$ cat src/rtl/ils_pkg.sv
`timescale 1ns/1ps
package ils_pkg;

  localparam logic [1:0] MODE_REAL = 2'd0;
  localparam logic [1:0] MODE_P16  = 2'd1;
  localparam logic [1:0] MODE_P32  = 2'd2;
  localparam logic [1:0] MODE_LONG = 2'd3;

  typedef enum logic [2:0] {
    BC_OPC, BC_LEG, BC_REX, BC_ESC, BC_VEX
  } byte_cls_e;

  typedef struct packed {
    logic       lock;
    logic [1:0] rep;
    logic [2:0] seg;
    logic       opsz;
    logic       adsz;
    logic       rex_vld;
    logic [3:0] rex;
  } pfx_t;

  // Segment-group code of a byte, 0 if it is not a segment override.
  function automatic logic [2:0] f_seg_code(input logic [7:0] b);
    case (b)
      8'h2E:   return 3'd1;
      8'h36:   return 3'd2;
      8'h3E:   return 3'd3;
      8'h26:   return 3'd4;
      8'h64:   return 3'd5;
      8'h65:   return 3'd6;
      default: return 3'd0;
    endcase
  endfunction

  // Repeat-group code of a byte, 0 if it is not F2/F3.
  function automatic logic [1:0] f_rep_code(input logic [7:0] b);
    case (b)
      8'hF2:   return 2'd1;
      8'hF3:   return 2'd2;
      default: return 2'd0;
    endcase
  endfunction

  // Map selected by the first payload byte of a long VEX form: {bad, map}.
  function automatic logic [2:0] f_vex_map(input logic [7:0] p0);
    case (p0[4:0])
      5'd1:    return 3'b0_01;
      5'd2:    return 3'b0_10;
      5'd3:    return 3'b0_11;
      default: return 3'b1_00;
    endcase
  endfunction

endpackage

$ cat src/rtl/ils_byte_class.sv
`timescale 1ns/1ps
module ils_byte_class
  import ils_pkg::*;
(
  input  logic [7:0] byte_i,
  input  logic [1:0] mode_i,
  output byte_cls_e  cls_o,
  output logic [2:0] seg_o,
  output logic [1:0] rep_o,
  output logic       lock_o,
  output logic       opsz_o,
  output logic       adsz_o
);

  always_comb begin
    seg_o  = f_seg_code(byte_i);
    rep_o  = f_rep_code(byte_i);
    lock_o = (byte_i == 8'hF0);
    opsz_o = (byte_i == 8'h66);
    adsz_o = (byte_i == 8'h67);
    if (seg_o != 3'd0 || rep_o != 2'd0 || lock_o || opsz_o || adsz_o)
      cls_o = BC_LEG;
    else if (byte_i == 8'h0F)
      cls_o = BC_ESC;
    else if (byte_i == 8'hC4 || byte_i == 8'hC5)
      cls_o = (mode_i == MODE_REAL) ? BC_OPC : BC_VEX;
    else if (byte_i[7:4] == 4'h4 && mode_i == MODE_LONG)
      cls_o = BC_REX;
    else
      cls_o = BC_OPC;
  end

endmodule

$ cat src/rtl/ils_prefix_acc.sv
`timescale 1ns/1ps
module ils_prefix_acc
  import ils_pkg::*;
#(
  parameter int MAX_PFX = 14,
  localparam int CW = $clog2(MAX_PFX + 1)
) (
  input  logic       clk,
  input  logic       rst_n,
  input  logic       clr_i,
  input  logic       leg_i,
  input  logic       rex_i,
  input  logic       rex_kill_i,
  input  logic [7:0] byte_i,
  input  logic [2:0] seg_i,
  input  logic [1:0] rep_i,
  input  logic       lock_i,
  input  logic       opsz_i,
  input  logic       adsz_i,
  output pfx_t       pfx_o,
  output logic       full_o
);

  pfx_t          pfx_q, base, nxt;
  logic [CW-1:0] cnt_q, cnt_base, cnt_nxt;

  always_comb begin
    base     = clr_i ? '0 : pfx_q;
    cnt_base = clr_i ? '0 : cnt_q;
    nxt      = base;
    cnt_nxt  = cnt_base;
    if (leg_i) begin
      if (seg_i != 3'd0) nxt.seg  = seg_i;
      if (rep_i != 2'd0) nxt.rep  = rep_i;
      if (lock_i)        nxt.lock = 1'b1;
      if (opsz_i)        nxt.opsz = 1'b1;
      if (adsz_i)        nxt.adsz = 1'b1;
      nxt.rex_vld = 1'b0;
    end
    if (rex_kill_i) nxt.rex_vld = 1'b0;
    if (rex_i) begin
      nxt.rex_vld = 1'b1;
      nxt.rex     = byte_i[3:0];
    end
    if (leg_i || rex_i) cnt_nxt = cnt_base + 1'b1;
  end

  assign full_o = (cnt_base == CW'(MAX_PFX));
  assign pfx_o  = pfx_q;

  always_ff @(posedge clk or negedge rst_n) begin
    if (!rst_n) begin
      pfx_q <= '0;
      cnt_q <= '0;
    end else begin
      pfx_q <= nxt;
      cnt_q <= cnt_nxt;
    end
  end


  cnt_bound_chk: assert property (@(posedge clk) disable iff (!rst_n)
    cnt_q <= CW'(MAX_PFX));

endmodule

$ cat src/rtl/insn_lead_sorter.sv
`timescale 1ns/1ps
module insn_lead_sorter
  import ils_pkg::*;
#(
  parameter int MAX_PFX = 14
) (
  input  logic       clk,
  input  logic       rst_n,
  input  logic [1:0] mode,
  input  logic       in_valid,
  input  logic       in_start,
  input  logic [7:0] in_byte,
  output logic       in_ready,
  input  logic       out_ready,
  output logic       out_valid,
  output logic       out_lock,
  output logic [1:0] out_rep,
  output logic [2:0] out_seg,
  output logic       out_opsz,
  output logic       out_adsz,
  output logic       out_rex_vld,
  output logic [3:0] out_rex,
  output logic       out_vex_vld,
  output logic       out_vex3,
  output logic [7:0] out_vex_p0,
  output logic [7:0] out_vex_p1,
  output logic [1:0] out_map,
  output logic [7:0] out_opcode,
  output logic       out_invalid
);

  typedef enum logic [3:0] {
    S_IDLE, S_PFX, S_ESC, S_E38, S_E3A, S_VPEEK, S_VB2, S_VOP, S_OUT
  } st_e;

  st_e       state, eff_st, nxt;
  byte_cls_e cls;
  logic [2:0] seg_c;
  logic [1:0] rep_c;
  logic       lock_c, opsz_c, adsz_c;
  pfx_t       pfx;
  logic       full;

  logic       take, first, work;
  logic       leg_hit, rex_hit, vex_hit, vex_lead;
  logic       p1_ld;
  logic       emit_w, emit_inv;
  logic [1:0] emit_map;
  logic [7:0] emit_op;

  logic       vex3_q, vvld_q, vbad_q;
  logic [7:0] p0_q, p1_q;
  logic [1:0] vmap_q;
  logic [7:0] op_q;
  logic [1:0] map_q;
  logic       inv_q;

  assign in_ready  = (state != S_OUT);
  assign out_valid = (state == S_OUT);
  assign take      = in_valid && in_ready;
  assign first     = take && in_start;
  assign eff_st    = first ? S_PFX : state;
  assign work      = take && (eff_st != S_IDLE);

  ils_byte_class u_cls (
    .byte_i (in_byte), .mode_i (mode), .cls_o (cls),
    .seg_o (seg_c), .rep_o (rep_c), .lock_o (lock_c),
    .opsz_o (opsz_c), .adsz_o (adsz_c)
  );

  ils_prefix_acc #(.MAX_PFX(MAX_PFX)) u_acc (
    .clk (clk), .rst_n (rst_n), .clr_i (first),
    .leg_i (leg_hit), .rex_i (rex_hit), .rex_kill_i (vex_hit),
    .byte_i (in_byte), .seg_i (seg_c), .rep_i (rep_c),
    .lock_i (lock_c), .opsz_i (opsz_c), .adsz_i (adsz_c),
    .pfx_o (pfx), .full_o (full)
  );

  // Sequencing of prefix, escape, VEX and opcode bytes.
  always_comb begin
    nxt      = eff_st;
    leg_hit  = 1'b0;
    rex_hit  = 1'b0;
    vex_hit  = 1'b0;
    vex_lead = 1'b0;
    p1_ld    = 1'b0;
    emit_w   = 1'b0;
    emit_inv = 1'b0;
    emit_map = 2'd0;
    emit_op  = in_byte;
    if (state == S_OUT) begin
      if (out_ready) nxt = S_IDLE;
    end else if (work) begin
      case (eff_st)
        S_PFX: begin
          case (cls)
            BC_LEG, BC_REX: begin
              if (full) begin
                emit_w   = 1'b1;
                emit_inv = 1'b1;
                emit_op  = 8'h00;
              end else if (cls == BC_LEG) begin
                leg_hit = 1'b1;
              end else begin
                rex_hit = 1'b1;
              end
            end
            BC_ESC:  nxt = S_ESC;
            BC_VEX: begin
              vex_lead = 1'b1;
              nxt      = S_VPEEK;
            end
            default: emit_w = 1'b1;
          endcase
        end
        S_ESC: begin
          if (in_byte == 8'h38)      nxt = S_E38;
          else if (in_byte == 8'h3A) nxt = S_E3A;
          else begin
            emit_w   = 1'b1;
            emit_map = 2'd1;
          end
        end
        S_E38: begin
          emit_w   = 1'b1;
          emit_map = 2'd2;
        end
        S_E3A: begin
          emit_w   = 1'b1;
          emit_map = 2'd3;
        end
        S_VPEEK: begin
          if (mode == MODE_LONG || in_byte[7:6] == 2'b11) begin
            vex_hit = 1'b1;
            nxt     = vex3_q ? S_VB2 : S_VOP;
          end else begin
            emit_w  = 1'b1;
            emit_op = vex3_q ? 8'hC4 : 8'hC5;
          end
        end
        S_VB2: begin
          p1_ld = 1'b1;
          nxt   = S_VOP;
        end
        S_VOP: begin
          emit_w   = 1'b1;
          emit_map = vmap_q;
          emit_inv = vbad_q;
        end
        default: nxt = eff_st;
      endcase
    end
    if (emit_w) nxt = S_OUT;
  end

  always_ff @(posedge clk or negedge rst_n) begin
    if (!rst_n) begin
      state  <= S_IDLE;
      vex3_q <= 1'b0;
      vvld_q <= 1'b0;
      vbad_q <= 1'b0;
      p0_q   <= '0;
      p1_q   <= '0;
      vmap_q <= '0;
      op_q   <= '0;
      map_q  <= '0;
      inv_q  <= 1'b0;
    end else begin
      state <= nxt;
      if (first) begin
        vvld_q <= 1'b0;
        vbad_q <= 1'b0;
        p0_q   <= '0;
        p1_q   <= '0;
        vmap_q <= '0;
        vex3_q <= 1'b0;
      end
      if (vex_lead) vex3_q <= (in_byte == 8'hC4);
      if (vex_hit) begin
        vvld_q <= 1'b1;
        p0_q   <= in_byte;
        if (vex3_q) begin
          vmap_q <= f_vex_map(in_byte)[1:0];
          vbad_q <= f_vex_map(in_byte)[2];
        end else begin
          vmap_q <= 2'd1;
          vbad_q <= 1'b0;
        end
      end
      if (p1_ld) p1_q <= in_byte;
      if (emit_w) begin
        op_q  <= emit_op;
        map_q <= emit_map;
        inv_q <= emit_inv;
      end
    end
  end

  assign out_lock    = pfx.lock;
  assign out_rep     = pfx.rep;
  assign out_seg     = pfx.seg;
  assign out_opsz    = pfx.opsz;
  assign out_adsz    = pfx.adsz;
  assign out_rex_vld = pfx.rex_vld;
  assign out_rex     = pfx.rex;
  assign out_vex_vld = vvld_q;
  assign out_vex3    = vex3_q;
  assign out_vex_p0  = p0_q;
  assign out_vex_p1  = p1_q;
  assign out_map     = map_q;
  assign out_opcode  = op_q;
  assign out_invalid = inv_q;


  emit_next_chk: assert property (@(posedge clk) disable iff (!rst_n)
    emit_w |=> out_valid);


  hold_rec_chk: assert property (@(posedge clk) disable iff (!rst_n)
    out_valid && !out_ready |=> out_valid && $stable(out_opcode) && $stable(out_map)
                                && $stable(out_invalid));


  no_take_chk: assert property (@(posedge clk) disable iff (!rst_n)
    out_valid |-> !in_ready);


  vex2_map_chk: assert property (@(posedge clk) disable iff (!rst_n)
    out_valid && out_vex_vld && !out_vex3 |-> out_map == 2'd1);


  rex_vex_excl_chk: assert property (@(posedge clk) disable iff (!rst_n)
    out_valid |-> !(out_rex_vld && out_vex_vld));

endmodule

$ cat config.mk
export PLATFORM = sky130hd
export DESIGN_NAME = insn_lead_sorter
export DESIGN_NICKNAME = d
export VERILOG_FILES = /design/src/rtl/ils_pkg.sv /design/src/rtl/ils_byte_class.sv /design/src/rtl/ils_prefix_acc.sv /design/src/rtl/insn_lead_sorter.sv
export SDC_FILE = /design/constraint.sdc
export NUM_CORES = 1
export LEC_CHECK = 0
export ABC_AREA = 1
export ABC_CLOCK_PERIOD_IN_PS = 2350
export BUFFER_PORTS_ARGS = -buffer_cell sky130_fd_sc_hd__buf_2
export CELL_PAD_IN_SITES_DETAIL_PLACEMENT = 1
export CELL_PAD_IN_SITES_GLOBAL_PLACEMENT = 1
export CORE_ASPECT_RATIO = 0.8
export CORE_MARGIN = 1.5
export CORE_UTILIZATION = 35
export CTS_CLUSTER_DIAMETER = 150
export DETAILED_ROUTE_END_ITERATION = 8
export GPL_TIMING_DRIVEN = 0
export PLACE_DENSITY = 0.73
export REMOVE_ABC_BUFFERS = 1
export SKIP_CTS_REPAIR_TIMING = 1
export SLEW_MARGIN = 20
export SYNTH_ARGS = -nofsm -noshare
export SYNTH_HDL_FRONTEND = slang
export SYNTH_SLANG_ARGS = --single-unit
$ cat constraint.sdc
create_clock -name clk -period 2.35 [get_ports clk]
set_clock_uncertainty 0.1 [all_clocks]
set_input_delay 0.1175 -clock clk [delete_from_list [all_inputs] [get_ports clk]]
set_output_delay 0.1175 -clock clk [all_outputs]
set_load 0.02 [all_outputs]
# Yosys cells after proc, flatten, opt, wreduce, memory -nomap -nowiden
# Index checks and enable logic that the tools add are counted.
[word_totals]
ff_bits = 53
inputBits = 15
out_inout_bits = 44
wordCells = 166
[classes]
n_addsub = 1
eq_ne = 36
muxes = 88
reduce_logical = 23
[op_table]
columns = ["cell", "count"]
rows = [
  ["$mux W8", 8],
  ["$eq A8 B6 Y1 const B", 6],
  ["$mux W1", 45],
  ["$eq A8 B8 Y1 const B", 5],
  ["$mux W4", 10],
  ["$eq A8 B7 Y1 const B", 4],
  ["$eq A4 B3 Y1 const B", 5],
  ["$pmux W3 S6", 1],
  ["$pmux W4 S4", 1],
  ["$pmux W8 S2", 1],
  ["$mux W3", 5],
  ["$mux W2", 7],
  ["$mux W13", 1],
  ["$eq A5 B2 Y1 const B", 2],
  ["$reduce_bool A2 Y1", 5],
  ["$mux W9", 1],
  ["$pmux W3 S3", 1],
  ["$eq A4 B2 Y1 const B", 2],
  ["$eq A4 B4 Y1 const B", 2],
  ["$eq A8 B4 Y1 const B", 1],
  ["$pmux W2 S4", 1],
  ["$pmux W4 S2", 1],
  ["$reduce_bool A4 Y1", 2],
  ["$logic_or A1 B1 Y1", 7],
  ["17 further kinds", 24],
]

# Logic depth before layout (Yosys ltp)
[logic_depth]
ltp_word = 18
depth_mapped = 17
ltp_nobuf = 16

# By module
# Synthesis repeated with hierarchy kept, for this count alone.
[unflattened]
cells_unflattened = 476
area_unflattened_um2 = 3542.1
[modules_own_cells]
columns = ["mod", "instances", "cells_each", "area_each_um2", "seq_area_each_um2"]
rows = [
  ["insn_lead_sorter", 1, 328, 2514.9, 900.9],
  ["ils_prefix_acc", 1, 85, 770.7, 425.4],
  ["ils_byte_class", 1, 63, 256.5, 0.0],
]

# Worst setup path after synthesis
# Ideal clock, no wire load.
[synth_path]
kind = "reg-to-reg"
startpoint = "register state[3]"
endpoint = "register op_q[7] (netlist: out_opcode[7])"
setup_ps = 116
t_arrival_ps = 2207
t_required_ps = 2134
setup_slack_ps = -74
path_stages_with_launch = 17
n_path_buf = 2
path_cell_list = "dfrtp_1 inv_2 nor2_1 nand2_2 nand3_4 clkbuf_1 nand2_1 inv_1 ha_1 nand2_1 nor2_1 nand3_1 nand3_1 nand2_4 buf_6 nand2_1 nand2_1"
[synth_between]
elab_chain_cells = 10
elab_cells_between_ends = 26
classes_between = "9 x eq/ne; 12 x mux; 5 x reduce/logical"
[synth_lines]
columns = ["element", "line_no", "rtl"]
rows = [
  ["start: declaration", "insn_lead_sorter.sv:36", "st_e state, eff_st, nxt;"],
  ["start signal: assignment", "insn_lead_sorter.sv:169", "state <= nxt;"],
  ["$ne A4 B4 Y1 (*)", "insn_lead_sorter.sv:58", "assign in_ready = (state != S_OUT);"],
  ["net in_ready", "insn_lead_sorter.sv:13", "output logic in_ready,"],
  ["$logic_and A1 B1 Y1 (*)", "insn_lead_sorter.sv:60", "assign take = in_valid && in_ready;"],
  ["$logic_and A1 B1 Y1", "insn_lead_sorter.sv:61", "assign first = take && in_start;"],
  ["$mux W4", "ils_prefix_acc.sv:29", "cnt_base = clr_i ? '0 : cnt_q;"],
  ["$eq A4 B4 Y1", "ils_prefix_acc.sv:48", "assign full_o = (cnt_base == CW'(MAX_PFX));"],
  ["$mux W1 or $mux W8 (tied branches)", "insn_lead_sorter.sv:98", "if (full) begin"],
  ["$pmux W1 S2 or $mux W8 (tied branches)", "insn_lead_sorter.sv:96", "case (cls)"],
  ["$pmux W1 S4 or $pmux W8 S2 (tied branches)", "insn_lead_sorter.sv:94", "case (eff_st)"],
  ["$mux W1 or $mux W8 (tied branches)", "insn_lead_sorter.sv:93", "end else if (work) begin"],
  ["$mux W1 or $mux W8 (tied branches)", "insn_lead_sorter.sv:91", "if (state == S_OUT) begin"],
  ["end signal: assignment", "insn_lead_sorter.sv:192", "op_q <= emit_op;"],
  ["end: declaration", "insn_lead_sorter.sv:54", "logic [7:0] op_q;"],
]
# The timed path passes the listed nets; every way through them passes the cells marked *.
# A chain may end at the register's enable or synchronous reset.

# Worst setup path in the final report
[layout_path]
startpoint = "register state[3]"
endpoint = "register state[1]"
[layout_between]
elab_chain_cells = 11
elab_cells_between_ends = 31
classes_between = "10 x eq/ne; 16 x mux; 5 x reduce/logical"
[layout_lines]
columns = ["element", "line_no", "rtl"]
rows = [
  ["$ne A4 B4 Y1", "insn_lead_sorter.sv:58", ""],
  ["$logic_and A1 B1 Y1", "insn_lead_sorter.sv:60", ""],
  ["$logic_and A1 B1 Y1", "insn_lead_sorter.sv:61", ""],
  ["$mux W4", "ils_prefix_acc.sv:29", ""],
  ["$eq A4 B4 Y1", "ils_prefix_acc.sv:48", ""],
  ["$mux W1", "insn_lead_sorter.sv:98", ""],
  ["$pmux W1 S2", "insn_lead_sorter.sv:96", ""],
  ["$pmux W1 S4", "insn_lead_sorter.sv:94", ""],
  ["$mux W1", "insn_lead_sorter.sv:93", ""],
  ["$mux W1", "insn_lead_sorter.sv:91", ""],
  ["$mux W4 (*)", "insn_lead_sorter.sv:153", "if (emit_w) nxt = S_OUT;"],
  ["net nxt[1]", "insn_lead_sorter.sv:36", ""],
]
# Marks and branches as above.

==> qor.csv <==
metric,value,unit
synthFlopType,dfrtp_1,
numClockSinks,53,
hold_viol_final,0,
rsz0062_at_grt,yes,
start_util,0.363,
vdd_ir_drop_max,0.460,mV
rows,29,
net-switching-power,1.53,mW
n_antenna_cell,0,
cts_buffer_depth,2,
synth_edf_count,0,
wirelength,9770,um
ant_nets,0,
cts_buffers,5,
antenna_found_initial,0,
max_freq,0.430,GHz
cp-startpoint,state[3]$_DFF_PN0_,
required,2.50,ns
switching_share,0.459,
period_share,0.989,
drv_slew,0,
coreArea,7980,sq um
path_clk_slew,0.10,ns
yosysMostFrequentCell,nand2_1,
ys_ff_latch,53,
drt-initial-drc-count,136,
p_leak,2.02,nW
dieArea,8830,sq um
synthTopCellsByCount,"nand2_1, dfrtp_1, nand3_1",
arrival,2.47,ns
cp_max_fo,9,
gp_congestion,0.902,
grt_first_pass_wirelength,14400,um
dpl.cell_count,552,
drive_gt1_frac,0.267,
drv_cap,0,
hpwl,6490,um
cts_root_buf,clkbuf_8,
fin_util,0.463,
maxSlewHeadroom,0.546,
layoutNonFillerInstCount,584,
powerDensity,903,nW/um^2
register_area,1330,sq um
multi_input_area,1520,sq um
die_x,105,um
io-pin-count,59,
hp-start,in_byte[3],
drt-pass1-iter-count,4,
async_flop_share,1.00,
overflow,0,
grt_max_degree,54,
final_nets,492,
hold_path_class,in2reg,
synth_top_area_frac,0.458,
synth_area,2900,sq um
track_usage,0.207,
power_frac_comb,0.484,
clk_latency,0.32,ns
vias,2940,
worstSetupPathType,reg2reg,
port_buffers,58,
outcome,"complete, no violations",
crit_path_end_kind,register,
area.growth.synth_to_final,27.7,%
fin_crit,2.32,ns
h-tree-depth,2,
pwr-share-clk,0.163,
synth_area_per_cell,7.33,sq um
die_y,84.4,um
cts_tree,done,
tightest_slew,0.681,ns
grt_pass1_vias,2820,
synth_area_leader_cell,dfrtp_1,
r2r-start,state[3]$_DFF_PN0_,
wl_per_cell,16.7,um
synth_cell_types,32,
ys_seq_area_frac,0.458,
remaining_drc_errors,0,
crit_path_start_kind,register,
netlist_instances,395,
synth_area_leaders,"dfrtp_1, nand2_1, nand3_1",
vias_per_cell,5.03,
ys_warn_count,0,
finalSetupViolCount,0,
seq_power_share,0.354,
nFillCells,1050,
p_int,1.81,mW
==> metrics by stage <==
stage / instance area [sq um] / setup WS [ns] / setup TNS, ns / hold slack [ns] / power [mW]
4_1_cts: 3360 / -0.513 / -22.03 / -0.245 / 2.96
6_report: 3700 / 0.0268 / 0 / 0.0218 / 3.34
2_1_floorplan: 2840 / 0.0880 / 0 / -0.278 / 2.01
3_3_place_gp: 3270 / -0.409 / -16.69 / 0.307 / 2.38
5_1_grt: 3700 / -0.0828 / -0.326 / 0.0388 / 3.57
3_5_place_dp: 3270 / -0.486 / -20.52 / 0.106 / 2.42
==> critical path, stage by stage, from the launching register on <==
cell and delay (ns):
dfrtp_2 0.43, inv_2 0.07, nor2_2 0.04, nand2_2 0.10, nand3_4 0.16, buf_6 0.19, buf_4 0.13, buf_4 0.13
nand4_1 0.12, nand3_2 0.11, nor2_2 0.14, nand3_4 0.16, nand2_4 0.20, nand2_1 0.07, nor2_1 0.11
==> state kept, by name (all words and copies together), names as in the netlist, 2 cells and up <==
name / cells
out_vex_p0: 8
out_opcode: 8
out_vex_p1: 8
u_acc.cnt_q: 4
vmap_q: 2
u_acc.pfx_o: 13
out_map: 2
state: 4
==> cell usage in the layout, fill, tap and decap left out, drive strengths merged <==
cell	instances
nor3	4
clkbuf	6
o21bai	1
o21ai	50
buf	76
nand3	41
inv	42
o21a	1
a211oi	2
nand4	7
a31oi	1
xor2	2
nor2	34
nand3b	3
clkinv	1
a21oi	2
o31ai	2
dfrtp	53
o22ai	3
ha	2
nand2	140
dlygate4sd3	3
==> routing by layer <==
| layer | GRT usage | up-vias | wire length (um) |
|---|---|---|---|
| li1 | - | 1454 | - |
| met3 | 0.0411 | 6 | 568 |
| met4 | 0.0436 | 0 | 74 |
| met1 | 0.302 | 1397 | 4840 |
| met5 | 0 | - | 0 |
| met2 | 0.321 | 83 | 4290 |
==> cell type report <==
type / instances / area share
Clock buffer: 6 / 0.0196
Clock inverter: 2 / 0.00372
Tap cell: 108 / 0.0365
Multi-Input combinational cell: 295 / 0.412
Sequential cell: 53 / 0.359
Inverter: 41 / 0.0443
Timing Repair Buffer: 79 / 0.125
==> path summary, 6_finish.rpt <==
check	to	slack [ns]	cells past startpoint
worst max-delay path	state[1]$_DFF_PN0_	0.03	14
worst min-delay path	out_opcode[3]$_DFFE_PN0P_	0.02	3
worst max register to register	state[1]$_DFF_PN0_	0.03	14
worst min register to register	out_map[0]$_DFFE_PN0P_	0.38	2
max in group asynchronous	state[1]$_DFF_PN0_	1.38	2
min in group asynchronous	u_acc.pfx_o[3]$_DFFE_PN0P_	0.28	2
==> power by group through the flow <==
stage / clock network, mW / registers [mW] / logic, mW
after floorplan: 0 / 1.31 / 0.697
after global placement: 0 / 1.19 / 1.20
after detailed placement: 0 / 1.20 / 1.22
after CTS: 0.560 / 1.18 / 1.23
after global routing: 0.593 / 1.20 / 1.78
final: 0.543 / 1.18 / 1.62
==> cells by family after synthesis <==
family | after synthesis | synth area share
and+or+nand+nor | 226 | 0.336
buffers and inverters | 50 | 0.0717
xor gates and xnor gates | 2 | 0.00605
adders and majority gates | 2 | 0.00864
AOI/OAI and AO/OA | 62 | 0.120
DFF | 53 | 0.458
No activity file was read; power rests on OpenSTA's default activity.
